### src/rtl/tmr_pkg.sv
package tmr_pkg;
  localparam int BYTE_W = 8;
  localparam int CNT_W  = 2 * BYTE_W;
  localparam int ADDR_W = 2;
  localparam int N_CH   = (1 << ADDR_W) - 1;
  localparam int MODE_W = 3;
  localparam logic [ADDR_W-1:0] CTL_ADDR = ADDR_W'(N_CH);
  localparam logic [1:0] RB_SEL = 2'b11;
  localparam int RB_NOCNT_BIT = 5;
  localparam int RB_NOSTS_BIT = 4;

  typedef enum logic [1:0] {
    ACC_LATCH = 2'd0,
    ACC_LO    = 2'd1,
    ACC_HI    = 2'd2,
    ACC_LOHI  = 2'd3
  } acc_e;

  typedef struct packed {
    logic [1:0]        sel;
    acc_e              acc;
    logic [MODE_W-1:0] mode;
    logic              bcd;
  } ctl_word_t;

  function automatic logic [BYTE_W-1:0] pick_byte(input logic [CNT_W-1:0] v,
                                                  input logic hi);
    return hi ? v[CNT_W-1:BYTE_W] : v[BYTE_W-1:0];
  endfunction

  function automatic logic [CNT_W-1:0] load_value(input acc_e acc,
                                                  input logic [BYTE_W-1:0] held,
                                                  input logic [BYTE_W-1:0] b);
    case (acc)
      ACC_LO:  return {{BYTE_W{1'b0}}, b};
      ACC_HI:  return {b, {BYTE_W{1'b0}}};
      default: return {b, held};
    endcase
  endfunction

  function automatic logic [BYTE_W-1:0] status_byte(input logic out,
                                                    input acc_e acc,
                                                    input logic [MODE_W-1:0] mode,
                                                    input logic bcd);
    return {out, 1'b0, acc, mode, bcd};
  endfunction
endpackage

### src/rtl/tmr_ctl_decode.sv
module tmr_ctl_decode
  import tmr_pkg::*;
(
  input  logic [ADDR_W-1:0] addr_i,
  input  logic [BYTE_W-1:0] wdata_i,
  input  logic              wr_i,
  input  logic              rd_i,
  output logic [N_CH-1:0]   prog_o,
  output logic [N_CH-1:0]   cnt_req_o,
  output logic [N_CH-1:0]   sts_req_o,
  output logic [N_CH-1:0]   data_wr_o,
  output logic [N_CH-1:0]   data_rd_o,
  output acc_e              acc_o,
  output logic [MODE_W-1:0] mode_o,
  output logic              bcd_o
);
  ctl_word_t cw;
  logic      ctl_wr;
  logic      readback;

  assign cw       = ctl_word_t'(wdata_i);
  assign ctl_wr   = wr_i && (addr_i == CTL_ADDR);
  assign readback = (cw.sel == RB_SEL);
  assign acc_o    = cw.acc;
  assign mode_o   = cw.mode;
  assign bcd_o    = cw.bcd;

  for (genvar i = 0; i < N_CH; i++) begin : g_dec
    logic hit_sel;
    logic rb_pick;
    assign hit_sel      = !readback && (cw.sel == 2'(i));
    assign rb_pick      = readback && wdata_i[i+1];
    assign prog_o[i]    = ctl_wr && hit_sel && (cw.acc != ACC_LATCH);
    assign cnt_req_o[i] = ctl_wr && ((hit_sel && (cw.acc == ACC_LATCH)) ||
                                     (rb_pick && !wdata_i[RB_NOCNT_BIT]));
    assign sts_req_o[i] = ctl_wr && rb_pick && !wdata_i[RB_NOSTS_BIT];
    assign data_wr_o[i] = wr_i && (addr_i == ADDR_W'(i));
    assign data_rd_o[i] = rd_i && (addr_i == ADDR_W'(i));
  end
endmodule

### src/rtl/tmr_chan_regs.sv
module tmr_chan_regs
  import tmr_pkg::*;
(
  input  logic              clk,
  input  logic              rst_n,
  input  logic              prog_i,
  input  acc_e              prog_acc_i,
  input  logic [MODE_W-1:0] prog_mode_i,
  input  logic              prog_bcd_i,
  input  logic              cnt_req_i,
  input  logic              sts_req_i,
  input  logic              wr_i,
  input  logic              rd_i,
  input  logic [BYTE_W-1:0] wdata_i,
  input  logic [CNT_W-1:0]  live_i,
  input  logic              out_i,
  output logic [BYTE_W-1:0] rbyte_o,
  output logic              ld_stb_o,
  output logic [CNT_W-1:0]  ld_val_o,
  output logic [MODE_W-1:0] mode_o,
  output logic              bcd_o
);
  acc_e              acc_q;
  logic [MODE_W-1:0] mode_q;
  logic              bcd_q;
  logic              wr_hi_q;
  logic [BYTE_W-1:0] held_q;
  logic              rd_hi_q;
  acc_e              cpend_q;
  logic [CNT_W-1:0]  cval_q;
  logic              spend_q;
  logic [BYTE_W-1:0] sval_q;

  // named internal events
  logic cnt_capture, sts_capture, rd_sts, rd_cnt, rd_live, load_now, hold_first;
  assign cnt_capture = cnt_req_i && (cpend_q == ACC_LATCH);
  assign sts_capture = sts_req_i && !spend_q;
  assign rd_sts      = rd_i && spend_q;
  assign rd_cnt      = rd_i && !spend_q && (cpend_q != ACC_LATCH);
  assign rd_live     = rd_i && !spend_q && (cpend_q == ACC_LATCH);
  assign hold_first  = wr_i && (acc_q == ACC_LOHI) && !wr_hi_q;
  assign load_now    = wr_i && !hold_first;

  always_ff @(posedge clk) begin
    if (!rst_n) begin
      acc_q    <= ACC_LOHI;
      mode_q   <= MODE_W'(3);
      bcd_q    <= 1'b0;
      wr_hi_q  <= 1'b0;
      held_q   <= '0;
      rd_hi_q  <= 1'b0;
      cpend_q  <= ACC_LATCH;
      cval_q   <= '0;
      spend_q  <= 1'b0;
      sval_q   <= '0;
      ld_stb_o <= 1'b0;
      ld_val_o <= '0;
    end else begin
      ld_stb_o <= load_now;
      if (load_now) ld_val_o <= load_value(acc_q, held_q, wdata_i);
      if (hold_first) begin
        held_q  <= wdata_i;
        wr_hi_q <= 1'b1;
      end else if (load_now) begin
        wr_hi_q <= 1'b0;
      end
      if (rd_live && (acc_q == ACC_LOHI)) rd_hi_q <= !rd_hi_q;
      if (prog_i) begin
        acc_q   <= prog_acc_i;
        mode_q  <= prog_mode_i;
        bcd_q   <= prog_bcd_i;
        wr_hi_q <= 1'b0;
        rd_hi_q <= 1'b0;
      end
      if (cnt_capture) begin
        cpend_q <= acc_q;
        cval_q  <= live_i;
      end else if (rd_cnt) begin
        cpend_q <= (cpend_q == ACC_LOHI) ? ACC_HI : ACC_LATCH;
      end
      if (sts_capture) begin
        spend_q <= 1'b1;
        sval_q  <= status_byte(out_i, acc_q, mode_q, bcd_q);
      end else if (rd_sts) begin
        spend_q <= 1'b0;
      end
    end
  end

  always_comb begin
    if (spend_q)
      rbyte_o = sval_q;
    else if (cpend_q != ACC_LATCH)
      rbyte_o = pick_byte(cval_q, cpend_q == ACC_HI);
    else
      rbyte_o = pick_byte(live_i, (acc_q == ACC_HI) || ((acc_q == ACC_LOHI) && rd_hi_q));
  end

  assign mode_o = mode_q;
  assign bcd_o  = bcd_q;

  a_r3_load_follows_write: assert property (@(posedge clk) disable iff (!rst_n)
    ld_stb_o |-> $past(wr_i));
  a_r4_first_byte_no_load: assert property (@(posedge clk) disable iff (!rst_n)
    (wr_i && (acc_q == ACC_LOHI) && !wr_hi_q) |=> !ld_stb_o);
  a_r6_count_snapshot_held: assert property (@(posedge clk) disable iff (!rst_n)
    ((cpend_q != ACC_LATCH) && !rd_i) |=> ($stable(cval_q) && $stable(cpend_q)));
  a_r8_status_held: assert property (@(posedge clk) disable iff (!rst_n)
    (spend_q && !rd_i) |=> (spend_q && $stable(sval_q)));
  a_r9_status_first: assert property (@(posedge clk) disable iff (!rst_n)
    (rd_i && spend_q && !sts_req_i && !cnt_req_i) |=> (!spend_q && $stable(cpend_q)));
  a_r5_low_then_high: assert property (@(posedge clk) disable iff (!rst_n)
    (rd_cnt && (cpend_q == ACC_LOHI) && !cnt_req_i) |=> (cpend_q == ACC_HI));
endmodule

### src/rtl/tmr_rd_select.sv
module tmr_rd_select
  import tmr_pkg::*;
(
  input  logic [ADDR_W-1:0] addr_i,
  input  logic [BYTE_W-1:0] bytes_i [N_CH],
  output logic [BYTE_W-1:0] rdata_o
);
  always_comb begin
    rdata_o = '0;
    for (int i = 0; i < N_CH; i++)
      if (addr_i == ADDR_W'(i)) rdata_o = bytes_i[i];
  end
endmodule

### src/rtl/tmr_hostif.sv
module tmr_hostif
  import tmr_pkg::*;
(
  input  logic                    clk,
  input  logic                    rst_n,
  input  logic [ADDR_W-1:0]       bus_addr,
  input  logic [BYTE_W-1:0]       bus_wdata,
  input  logic                    bus_wr,
  input  logic                    bus_rd,
  output logic [BYTE_W-1:0]       bus_rdata,
  input  logic [N_CH*CNT_W-1:0]   ch_live,
  input  logic [N_CH-1:0]         ch_out,
  output logic [N_CH-1:0]         ch_load,
  output logic [N_CH*CNT_W-1:0]   ch_load_val,
  output logic [N_CH*MODE_W-1:0]  ch_mode,
  output logic [N_CH-1:0]         ch_decimal
);
  logic [N_CH-1:0]   prog, cnt_req, sts_req, data_wr, data_rd;
  acc_e              dec_acc;
  logic [MODE_W-1:0] dec_mode;
  logic              dec_bcd;
  logic [BYTE_W-1:0] rbytes [N_CH];

  tmr_ctl_decode u_dec (
    .addr_i    (bus_addr),
    .wdata_i   (bus_wdata),
    .wr_i      (bus_wr),
    .rd_i      (bus_rd),
    .prog_o    (prog),
    .cnt_req_o (cnt_req),
    .sts_req_o (sts_req),
    .data_wr_o (data_wr),
    .data_rd_o (data_rd),
    .acc_o     (dec_acc),
    .mode_o    (dec_mode),
    .bcd_o     (dec_bcd)
  );

  for (genvar i = 0; i < N_CH; i++) begin : g_ch
    tmr_chan_regs u_ch (
      .clk         (clk),
      .rst_n       (rst_n),
      .prog_i      (prog[i]),
      .prog_acc_i  (dec_acc),
      .prog_mode_i (dec_mode),
      .prog_bcd_i  (dec_bcd),
      .cnt_req_i   (cnt_req[i]),
      .sts_req_i   (sts_req[i]),
      .wr_i        (data_wr[i]),
      .rd_i        (data_rd[i]),
      .wdata_i     (bus_wdata),
      .live_i      (ch_live[i*CNT_W +: CNT_W]),
      .out_i       (ch_out[i]),
      .rbyte_o     (rbytes[i]),
      .ld_stb_o    (ch_load[i]),
      .ld_val_o    (ch_load_val[i*CNT_W +: CNT_W]),
      .mode_o      (ch_mode[i*MODE_W +: MODE_W]),
      .bcd_o       (ch_decimal[i])
    );
  end

  tmr_rd_select u_rd (
    .addr_i  (bus_addr),
    .bytes_i (rbytes),
    .rdata_o (bus_rdata)
  );

  a_r2_single_target: assert property (@(posedge clk) disable iff (!rst_n)
    $onehot0(data_wr | prog));
  a_r11_ctl_read_quiet: assert property (@(posedge clk) disable iff (!rst_n)
    (bus_rd && bus_addr == CTL_ADDR) |-> (bus_rdata == '0));
endmodule

### config.mk
export PLATFORM = sky130hd
export DESIGN_NAME = tmr_hostif
export DESIGN_NICKNAME = d
export VERILOG_FILES = /design/src/rtl/tmr_pkg.sv /design/src/rtl/tmr_ctl_decode.sv /design/src/rtl/tmr_chan_regs.sv /design/src/rtl/tmr_rd_select.sv /design/src/rtl/tmr_hostif.sv
export SDC_FILE = /design/constraint.sdc
export NUM_CORES = 1
export LEC_CHECK = 0
export CAP_MARGIN = 5
export CORE_MARGIN = 2
export CORE_UTILIZATION = 55
export CTS_CLUSTER_SIZE = 30
export DETAILED_ROUTE_END_ITERATION = 10
export DONT_BUFFER_PORTS = 1
export GPL_ROUTABILITY_DRIVEN = 0
export PLACE_DENSITY = 0.79
export SETUP_SLACK_MARGIN = 0.05
export SLEW_MARGIN = 30
export SYNTH_ARGS = -nofsm -noshare
export SYNTH_HDL_FRONTEND = slang
export SYNTH_HIERARCHICAL = 1
export SYNTH_SLANG_ARGS = --single-unit
### constraint.sdc
create_clock -name clk -period 1.9 [get_ports clk]
set_clock_uncertainty 0.2 [all_clocks]
set_input_delay 0.19 -clock clk [delete_from_list [all_inputs] [get_ports clk]]
set_output_delay 0.19 -clock clk [all_outputs]
set_load 0.02 [all_outputs]
**Word level (Yosys, flattened, before mapping)**

Cells that the tools add are included.

- Bits in registers: 177
- Bits of input ports: 65
- Output and inout port bits: 71
- Logic and storage cells: 207

- Equality and inequality tests: 21
- Muxes and demuxes: 39
- Bitwise gates (word level): 1
- Reduce and logical (&&, ||, !) cells: 110

Operator list:

| kind | number |
|---|---|
| $mux W8 | 15 |
| $pmux W16 S2 | 3 |
| $logic_and A1 B1 Y1 | 67 |
| $eq A2 B2 Y1 const B | 16 |
| $reduce_bool A2 Y1 | 13 |
| $mux W2 | 9 |
| $logic_not A1 Y1 | 15 |
| $logic_not A2 Y1 | 6 |
| $mux W1 | 12 |
| $eq A2 B1 Y1 const B | 5 |
| $logic_or A1 B1 Y1 | 6 |
| $reduce_or A2 Y1 | 3 |
| $not A1 Y1 | 1 |

**Logic depth before layout (Yosys ltp)**

Gate-level depths: netlist of run 1.

- Word-level depth: 9
- Mapped depth: 8
- Mapped depth without buffers: 7

**Cells and area by module**

Netlist of run 1, hierarchy kept.

By module, submodules not included:

| module | times used | cells each | area an instance (um^2) | seq. area each (um^2) |
|---|---|---|---|---|
| tmr_chan_regs | 3 | 292 | 2755.1 | 1181.1 |
| tmr_ctl_decode | 1 | 35 | 234.0 | 0.0 |
| tmr_rd_select | 1 | 20 | 197.7 | 0.0 |

**Least setup slack after synthesis of run 1**

OpenSTA, ideal clock, no wires.

- Kind: flip-flop to output port
- Start: register g_ch[1].u_ch.acc_q[0]
- End: output port bus_rdata[7]
- Arrival time: 1.816 ns
- Data required time: 1.510 ns
- Setup slack: -0.306 ns
- Stages on the path, launching flop included: 9
- Path buffers: 1
- Cells stage by stage: dfxtp_1 > inv_1 > ha_1 > a21oi_1 > buf_2 > nand3_1 > a32oi_1 > mux2i_1 > o2bb2ai_1

RTL lines:

| item | RTL line | source |
|---|---|---|
| start, declared | tmr_chan_regs.sv:23 | `acc_e acc_q;` |
| start signal, assigned | tmr_chan_regs.sv:69 | `acc_q <= prog_acc_i;` |
| end, declared | tmr_hostif.sv:10 | `output logic [BYTE_W-1:0] bus_rdata,` |

==> flow_summary.toml, run 1 <==
[sta]
slew_headroom_pct = 54.74
finalCriticalPeriod_ns = 2.564
finalMaxSlewViolations = 0
setup_viol = 8
grt_setup_unrepaired = "yes"
tightest_slew_ns = 0.6767
hold_viol_final = 136
max_freq_ghz = 0.3899
fin_hold_ws_ns = -0.3172
fin_crit_sh_pct = 135.0
layout_setup_ws_ns = -0.6645

[global_routing]
grt_overflow = 0
antenna_found_initial = 0
grt_pass1_vias = 7093
gr-usage-all-layers_pct = 28.79
grt_pass1_wl_um = 37620
grt_max_degree = 157

[power_and_ir_drop]
switching_share_pct = 25.14
leakagePower_uw = 0.004461
internal-power_uw = 6094
switchingPower_uw = 2047
totalPowerFinal_uw = 8140
clockPowerShare_pct = 42.8
p_seq_share_pct = 47.0
combPwrFrac_pct = 10.2
peakVddDrop_mv = 0.6859
powerDensity_nw_per_um2 = 742.7

[setup_path]
startpoint_type = "flip-flop"
reg2reg_from = "g_ch[0].u_ch/acc_q[0]"
critical-path-slowest-cell = "dfxtp_4"
cp_common_cell = "buf_6"
crit_required_ns = 1.51
rr_worst_depth = 7
worstPathCellList = "inv_4 > ha_4 > a21oi_4 > buf_6 > nand3_1 > a32oi_2 > mux2i_1 > o2bb2ai_2 > buf_6"
arrival_ns = 2.17
slowest_delay_ns = 0.38
critical_path_buf_inv_count = 3
r2r_end = "g_ch[0].u_ch/ld_val_o[15]"
crit_fanout = 7
worst_setup_path_end_kind = "output port"
crit_type = "flip-flop to output port"
cp_top_family = "compound AO/OA/AOI/OAI gates"
r2r_slack_ns = 0.08

[drt]
avgViaCountPerCell = 5.994
drt_iter0_markers = 742
drc = 0
drt_wl_total_um = 24890
firstDrtPassIters = 5
num_vias = 7582
ant_nets = 0
wl_per_cell_um = 19.67

[hold_path]
hold_path_class = "input pin to flip-flop"
hold_depth = 1
holdCritStartpoint = "rst_n"
min_to = "g_ch[0].u_ch/ld_val_o[6]"

[die]
rows = 45
die_h_um = 129.8
start_util_pct = 56.79
core_area_um2 = 15310
die_w_um = 129.8
die_area_um2 = 16840
ios = 136

[synth]
synthFlopType = "dfxtp_1"
ys_seq_area_share_pct = 40.74
async_reset_ff_share_pct = 0
synth_cell_types = 48
ys_ff_latch = 177
netlist_instances = 931
synth-edff-count = 0
yosysWarnings = 6
syn-num-nets = 1005
avgSynthCellArea_um2 = 9.342
syn-cell-area_um2 = 8697

[clock_network]
cts-root-buf = "clkbuf_16"
clock_latency_ns = 0.43
clock_path_buffers = 2
tritoncts = "yes"
clkSinkCount = 177
path_clk_slew_ns = 0.07
cts_max_level = 4
cts-buffers-inserted = 17

[run_status]
outcome = "complete, but fails checks"
violations = "negative hold slack, negative setup slack"

[flow_run]
cap_viol_max_count = 0

[cells_and_area]
area_growth_pct = 26.02
nFillCells = 1088
antennaDiodeCount = 0
fin_nets = 1115
drive_above_1_share_pct = 21.35
design_area_um2 = 10960

[placement]
place_area_um2 = 9271
hpwlAfterDp_um = 14560
io_buffers = 0
-- worst max path at each step --
| stage | start | cells past startpoint | end |
|---|---|---|---|
| after floorplan | bus_wdata[6] | 7 | g_ch[0].u_ch/cval_q[0] |
| after global placement | g_ch[0].u_ch/acc_q[0] | 8 | bus_rdata[6] |
| after detailed placement | g_ch[0].u_ch/acc_q[0] | 8 | bus_rdata[6] |
| after CTS | g_ch[0].u_ch/acc_q[0] | 9 | bus_rdata[5] |
| after global routing | g_ch[0].u_ch/acc_q[0] | 9 | bus_rdata[7] |
| final | g_ch[0].u_ch/acc_q[0] | 9 | bus_rdata[3] |
-- Yosys cell counts, types with 4 or more instances --
library cell / number / area [µm²]
nor3b_1: 5 / 37.54
a21oi_1: 9 / 45.04
buf_6: 9 / 101.4
buf_4: 15 / 112.6
nand2_1: 164 / 615.6
clkbuf_1: 18 / 67.56
and3b_1: 4 / 35.03
nand3_1: 23 / 115.1
nand2b_1: 6 / 37.54
o2111ai_1: 25 / 219.0
nor3_1: 6 / 30.03
and2_1: 9 / 56.30
buf_2: 24 / 120.1
buf_1: 9 / 33.78
nand3b_1: 28 / 210.2
o2bb2ai_1: 8 / 70.07
clkbuf_8: 6 / 82.58
nor2b_1: 48 / 300.3
and2b_2: 21 / 183.9
mux2i_1: 68 / 680.7
a221oi_1: 21 / 183.9
nor2_1: 6 / 22.52
o211a_1: 24 / 240.2
inv_1: 38 / 142.6
a21boi_0: 42 / 315.3
dfxtp_1: 177 / 3543
a21boi_1: 12 / 90.09
ha_1: 9 / 112.6
a22o_1: 24 / 210.2
o211ai_1: 6 / 45.04
a32oi_1: 24 / 210.2
-- cell families after synthesis --
| logic type | after synthesis | share of synthesized area (%) |
|---|---|---|
| flops | 177 | 40.74 |
| buf+inv | 119 | 7.596 |
| simple gates | 342 | 21.31 |
| compound gates | 216 | 21.23 |
| fa+ha+maj | 9 | 1.295 |
| mux | 68 | 7.826 |
-- metrics by stage --
| stage | util [%] | instances | setup slack [ns] | hold WS (ns) | setup TNS [ns] |
|---|---|---|---|---|---|
| after floorplan | - | 931 | 0.05217 | 0.1157 | 0 |
| after global placement | 60.54 | 1147 | -0.2087 | 0.06287 | -1.403 |
| after detailed placement | 60.54 | 1147 | -0.2371 | 0.06838 | -2.222 |
| after CTS | 70.20 | 1253 | -0.6520 | -0.3338 | -27.64 |
| after global routing | 71.57 | 1265 | -0.7397 | -0.3275 | -5.720 |
| final | 71.57 | 1265 | -0.6645 | -0.3172 | -5.035 |
-- layout by cell type, fill, tap and decap left out, types with 25 or more instances in the layout --
cell type,n
dfxtp_1,165
nand2_1,164
buf_4,76
dlygate4sd3_1,71
mux2i_1,65
nor2b_1,48
a21boi_0,42
inv_1,35
nand3b_1,28
o2111ai_1,25
-- state kept, by name, indices dropped and copies added, names as in the netlist, 6 cells and up --
register            count
g_ch.u_ch/acc_q         6
g_ch.u_ch/held_q       24
g_ch.u_ch/cval_q       48
g_ch.u_ch/sval_q       21
g_ch.u_ch/mode_o        9
g_ch.u_ch/ld_val_o     48
g_ch.u_ch/cpend_q       6
-- layout make-up --
class | count | area [µm²] | area share (%)
multi-input combinational | 636 | 4816 | 43.94
sequential | 177 | 3566 | 32.53
tap | 211 | 264.0 | 2.409
inverter | 38 | 145.1 | 1.324
clock buffer | 19 | 442.9 | 4.041
clock inverter | 13 | 146.4 | 1.336
timing repair buffer | 171 | 1580 | 14.42
-- layer usage --
layer | part of all wire [%] | GRT usage, % | vias to the layer above | wire [µm]
li1 | - | - | 3546 | -
met1 | 42 | 37.06 | 3654 | 10500
met2 | 48 | 46.13 | 349 | 11930
met3 | 8.3 | 8.446 | 33 | 2066
met4 | 1.6 | 10.56 | 0 | 398
met5 | 0 | 0 | - | 0
-- power groups by stage --
stage / combinational, µW / sequential, µW / clock (µW)
2_1_floorplan: 490 / 3900 / 0
3_3_place_gp: 571 / 3910 / 0
3_5_place_dp: 582 / 3910 / 0
4_1_cts: 775 / 3830 / 3530
5_1_grt: 884 / 3830 / 3670
6_report: 832 / 3830 / 3480
-- what timing repair did --
item                                   4_1_cts  5_1_grt
resized for setup                           37       34
setup buffers                                7        2
setup endpoints to repair                   25       98
hold buffers                                65       10
endpoints found under the hold margin      177      143
pin swaps                                    6       14
gates cloned                                 2        0
Power figures use the tool's default switching activity.
==> inputs of run 2 (changes only) <==
Settings changed: SYNTH_HIERARCHICAL 1 to default.
==> run 2 against run 1 <==
- the run ends with negative setup slack left
- final cell count down 0.71%
- worst setup slack worse by 0.13 ns
- sequential cell count unchanged
- critical endpoint is now bus_rdata[0]
- critical path depth down 1
- largest cell class unchanged
- non-clock buffer count down 16
- global-route usage up 1.2 points
- fmax down 4.9%
- sequential power about the same
==> flow_summary.toml, run 2 <==
[die]
start_util_pct = 56.31
die_h_um = 126.2
die_w_um = 126.2
die_area_um2 = 15930
rows = 44
core_area_um2 = 14590
ios = 136

[global_routing]
gr-usage-all-layers_pct = 30.04
grt_pass1_wl_um = 38160
grt_max_degree = 53
grt_pass1_vias = 7394
grt_overflow = 0
antenna_found_initial = 1

[synth]
synth-edff-count = 0
synthFlopType = "dfxtp_1"
yosysWarnings = 0
syn-num-nets = 1047
synth_common_cells = "182 x nor2_1, 177 x dfxtp_1, 120 x mux2i_1, 100 x nand2_1, 70 x a21oi_1"
yosys-top-cells-area = "dfxtp_1 43%, mux2i_1 15%, nor2_1 8.3%"
ys_ff_latch = 177
synth_top_area_cell = "dfxtp_1"
synth_cell_types = 51
ys_seq_area_share_pct = 43.13
async_reset_ff_share_pct = 0
netlist_instances = 973
syn-cell-area_um2 = 8215
avgSynthCellArea_um2 = 8.443
yosysMostFrequentCell = "nor2_1"
netlist.area_leader.share_pct = 43.13

[sta]
slew_headroom_pct = 47.90
tns_ns = -5.829
grt_setup_unrepaired = "yes"
finalCriticalPeriod_ns = 2.697
layout_setup_ws_ns = -0.7965
fin_crit_sh_pct = 141.9
tightest_slew_ns = 0.7789
finalMaxSlewViolations = 0
hold_viol_final = 0
max_freq_ghz = 0.3708
setup_viol = 8

[placement]
dpl.cell_count = 1143
hpwlAfterDp_um = 14830
io_buffers = 0
place_ws_ns = -0.3754

[cells_and_area]
multi_input_area_um2 = 4568
fin_util_pct = 72.32
fin_nets = 1132
drive_above_1_share_pct = 19.05
final_cell_mix = "181 x nor2_1, 169 x dfxtp_1, 115 x mux2i_1"
reg.largest.list = "g_ch.u_ch.cval_q: 48 flops, g_ch.u_ch.ld_val_o: 48 flops, g_ch.u_ch.held_q: 24 flops"
nFillCells = 957
fin_cells = 1256
ff_latch_area_um2 = 3568
final_common_cell = "nor2_1"
area_growth_pct = 28.43

[clock_network]
clock_latency_ns = 0.44
cts_max_level = 4
clkSinkCount = 177
tritoncts = "yes"
path_clk_slew_ns = 0.07
cts-buffers-inserted = 17
clock_path_buffers = 2
cts-root-buf = "clkbuf_16"

[setup_path]
endpoint = "bus_rdata[0]"
cp.depth = 8
critical_path_buf_inv_count = 3
cp_common_cell = "buf_4"
slowest_delay_ns = 0.55
worstPathCellList = "buf_4 > nand2_1 > a21oi_1 > a2bb2oi_1 > a211oi_2 > buf_4 > a211oi_2 > buf_4"
r2r_end = "g_ch[0].u_ch.cval_q[13]"
cp_top_family = "compound AO/OA/AOI/OAI gates"
critical-path-slowest-cell = "dfxtp_1"
crit_fanout = 14
arrival_ns = 2.31
reg2reg_from = "g_ch[0].u_ch.cpend_q[0]"
startpoint_type = "flip-flop"
r2r_slack_ns = 0.01
crit_type = "flip-flop to output port"
critPathLaunch = "g_ch[1].u_ch.spend_q"
worst_setup_path_end_kind = "output port"
crit_required_ns = 1.51
rr_worst_depth = 8

[flow_run]
cap_viol_max_count = 0

[power_and_ir_drop]
peakVddDrop_mv = 0.6075
totalPowerFinal_uw = 8122
powerDensity_nw_per_um2 = 769.8
leakagePower_uw = 0.003852

[drt]
avgViaCountPerCell = 6.109
drt_wl_total_um = 25370
wl_per_cell_um = 20.20
ant_nets = 0
firstDrtPassIters = 5
num_vias = 7673
drt_iter0_markers = 810
drc = 0

[run_status]
outcome = "complete, but fails checks"
violations = "negative setup slack"

[hold_path]
hold_depth = 3
hold_path_class = "input pin to flip-flop"
run 2: cell types whose count changed in the layout (fill, tap and decap cells not counted), sizes merged, moves of 45 or more:
cell and delta:
a21boi -57, nor2 +180, nand2 -64, a21oi +62, nor2b -45, mux2i +52
run 2: metal layers:
layer  vias up  track usage, %  part of all wire (%)  wire [µm]
li1       3522               -                     -          -
met1      3618           38.51                    39       9960
met2       436           46.65                    47      11800
met3        97           9.176                    11       2685
met4         0           13.77                   3.6        922
met5         -               0                     0          0
run 2: stage by stage:
step           cell area [µm²]  hold slack, ns
6_report                 10550        0.006505
5_1_grt                  10550        0.009693
4_1_cts                  10220         0.01679
3_5_place_dp              8833         0.06139
3_3_place_gp              8833         0.05683
2_1_floorplan             8366          0.1372
run 2: worst min-delay path by stage:
stage	startpoint	to
6_report	bus_wdata[7]	g_ch[1].u_ch.ld_val_o[15]
5_1_grt	bus_wdata[7]	g_ch[0].u_ch.ld_val_o[15]
4_1_cts	bus_addr[0]	g_ch[2].u_ch.acc_q[1]
3_5_place_dp	rst_n	g_ch[1].u_ch.mode_o[1]
3_3_place_gp	rst_n	g_ch[1].u_ch.mode_o[1]
2_1_floorplan	ch_live[6]	g_ch[0].u_ch.cval_q[6]
run 2: timing repair:
item | 4_1_cts | 5_1_grt
resized for setup | 31 | 54
setup buffers | 3 | 7
pin swaps | 16 | 24
hold buffers | 66 | 0
endpoints found under the hold margin | 159 | 0
setup endpoints to repair | 36 | 93
cloned | 0 | 6
run 2: cells by family after synthesis:
family	after synthesis	share of synthesized area [%]
XOR/XNOR	2	0.2133
adder cells (fa/ha/maj)	9	1.371
flip-flops	177	43.13
AO/OA/AOI/OAI	163	13.13
multiplexers	123	15.03
buffers and inverters	108	6.016
AND/OR/NAND/NOR	391	21.11
run 2: tightest hold or removal path, stage by stage:
cell	delay, ns
buf_2	0.22
nand3_1	0.11
a21oi_1	0.06
run 2: final cells by class:
| type | count | area share [%] |
|---|---|---|
| Timing Repair Buffer | 155 | 14.54 |
| Multi-Input combinational cell | 688 | 43.29 |
| Clock inverter | 9 | 0.7589 |
| Antenna cell | 1 | 0.02372 |
| Tap cell | 184 | 2.182 |
| Sequential cell | 177 | 33.82 |
| Inverter | 19 | 0.7471 |
| Clock buffer | 23 | 4.637 |
run 2: power by group:
part / switching, µW / total, µW / internal, µW
sequential: 60.7 / 3820 / 3760
combinational: 482 / 877 / 395
clock: 1480 / 3430 / 1950
total: 2020 / 8120 / 6100
==> inputs of run 3 (changes only) <==
Settings changed: CORE_UTILIZATION 55 to 30, PLACE_DENSITY 0.79 to 0.51, SKIP_CTS_REPAIR_TIMING from default to 1, SLEW_MARGIN 30 to default.
==> run 3 against run 2 <==
- the run ends with negative hold slack, negative setup slack left
- die area is 80% higher
- register-to-register slack worse by 0.02 ns
- via count is 7.0% lower
- critical path depth is 1 higher
- sequential cell count stayed put
- worst setup slack better by 0.046 ns
- fmax is 1.7% higher
- count of clock-buffer cells in the layout is 4 lower
- non-clock buffer count is 12 higher
- combinational power is 0.7% lower
- sequential share of layout area is 0.81 points lower
- critical endpoint is now bus_rdata[5]
- largest cell class unchanged
- largest power group unchanged
==> flow_summary.toml, run 3 (same netlist as run 2, synthesis figures left out) <==
[die]
die_w_um = 169.5
ios = 136
die_h_um = 169.5
core_area_um2 = 26950
die_area_um2 = 28720
start_util_pct = 30.48
rows = 60

[placement]
hpwlAfterDp_um = 17470
io_buffers = 0
place_area_um2 = 9238

[power_and_ir_drop]
combPwrFrac_pct = 10.5
p_seq_share_pct = 46.0
peakVddDrop_mv = 0.6094
totalPowerFinal_uw = 8290
internal-power_uw = 6174
powerDensity_nw_per_um2 = 766.3
switchingPower_uw = 2117
switching_share_pct = 25.53
clockPowerShare_pct = 43.5
leakagePower_uw = 0.003934

[clock_network]
tritoncts = "yes"
clock_latency_ns = 0.42
cts_max_level = 4
cts-root-buf = "clkbuf_16"
path_clk_slew_ns = 0.06
cts-buffers-inserted = 17
clkSinkCount = 177
clock_path_buffers = 2

[setup_path]
critical_path_buf_inv_count = 3
worst_setup_path_end_kind = "output port"
slowest_delay_ns = 0.35
rr_worst_depth = 8
crit_fanout = 4
crit_required_ns = 1.51
crit_type = "flip-flop to output port"
cp_common_cell = "buf_4"
arrival_ns = 2.26
worstPathCellList = "ha_2 > a21oi_4 > buf_4 > mux2i_1 > a21oi_1 > a211oi_2 > buf_4 > a211oi_2 > buf_4"
startpoint_type = "flip-flop"
cp.depth = 9
cp_top_family = "compound AO/OA/AOI/OAI gates"
critical-path-slowest-cell = "dfxtp_2"

[drt]
highest_layer = "met4"
num_vias = 7135
avgViaCountPerCell = 5.014
drc = 0
dr_wl_met3_um = 1605
ant_nets = 0
drt_iter0_markers = 506
wl_per_cell_um = 19.07
drt-met1-wl_um = 12770
firstDrtPassIters = 5
drt_wl_total_um = 27140
wl_met2_um = 12490

[global_routing]
antenna_found_initial = 0
grt_max_degree = 89
grt_overflow = 0
grt_pass1_wl_um = 38670
grt_pass1_vias = 6559
gr-usage-all-layers_pct = 17.46

[cells_and_area]
area_growth_pct = 31.69
final_cell_mix = "180 x nor2_1, 167 x dfxtp_1, 119 x mux2i_1"
ff_latch_area_um2 = 3571
antennaDiodeCount = 0
design_area_um2 = 10820
reg.largest.list = "g_ch.u_ch.cval_q: 48 flops, g_ch.u_ch.ld_val_o: 48 flops, g_ch.u_ch.held_q: 24 flops"
final_common_cell = "nor2_1"
drive_above_1_share_pct = 20.43
multi_input_area_um2 = 4533
fin_nets = 1144
nFillCells = 2681

[sta]
fin_hold_ws_ns = -0.07188
max_freq_ghz = 0.3772
setup_viol = 58
slew_headroom_pct = 28.42
finalMaxSlewViolations = 0
tightest_slew_ns = 1.070
hold_viol_final = 1
fin_crit_sh_pct = 139.5
layout_setup_ws_ns = -0.7509
grt_setup_unrepaired = "yes"
finalCriticalPeriod_ns = 2.651

[run_status]
violations = "negative hold slack, negative setup slack"
outcome = "complete, but fails checks"

[hold_path]
hold_depth = 4
hold_path_class = "input pin to flip-flop"

[flow_run]
cap_viol_max_count = 0
-- run 3: worst register-to-register path, stage by stage (launching register included) --
cell and delay [ns]:
dfxtp_2 0.35, ha_2 0.21, buf_4 0.14, nor2b_2 0.16
or2_4 0.27, buf_4 0.16, buf_4 0.17, nand2_1 0.08
a21oi_1 0.06
-- run 3: area by class of cell --
type                       instances  area share (%)
clock buffer                      19           4.186
clock inverter                    12           1.214
inverter                          19          0.6823
multi-input combinational        688           41.90
sequential                       177           33.01
tap                              341           3.944
timing repair buffer             167           15.07
-- run 3: per-stage QoR --
stage / std cells / setup TNS [ns] / utilization [%] / setup WS [ns]
6_report: 1423 / -8.922 / 40.14 / -0.7509
4_1_cts: 1352 / -7.120 / 36.44 / -0.9077
3_3_place_gp: 1321 / -2.230 / 34.28 / -0.2908
3_5_place_dp: 1321 / -3.014 / 34.28 / -0.4239
2_1_floorplan: 973 / -0.3532 / - / -0.2726
5_1_grt: 1423 / -14.07 / 40.14 / -0.8324
-- run 3: layer usage --
metal	vias up	track usage, %
met5	-	0
met4	0	3.790
met3	20	6.297
met2	142	28.48
met1	3431	22.16
li1	3542	-
-- run 3: final timing paths --
kind / end / slack (ns) / from
worst max register to register: g_ch[0].u_ch.ld_val_o[13] / -0.01 / g_ch[0].u_ch.acc_q[1]
worst min-delay path: g_ch[1].u_ch.ld_val_o[6] / -0.07 / bus_wdata[6]
worst max-delay path: bus_rdata[5] / -0.75 / g_ch[0].u_ch.acc_q[1]
worst min register to register: g_ch[0].u_ch.wr_hi_q / 0.29 / g_ch[0].u_ch.wr_hi_q
-- run 3: power by group through the flow --
stage | combinational (µW) | sequential, µW | clock [µW]
2_1_floorplan | 466 | 3890 | 0
3_3_place_gp | 640 | 3900 | 0
3_5_place_dp | 646 | 3910 | 0
4_1_cts | 649 | 3820 | 3680
5_1_grt | 938 | 3820 | 3830
6_report | 871 | 3820 | 3600
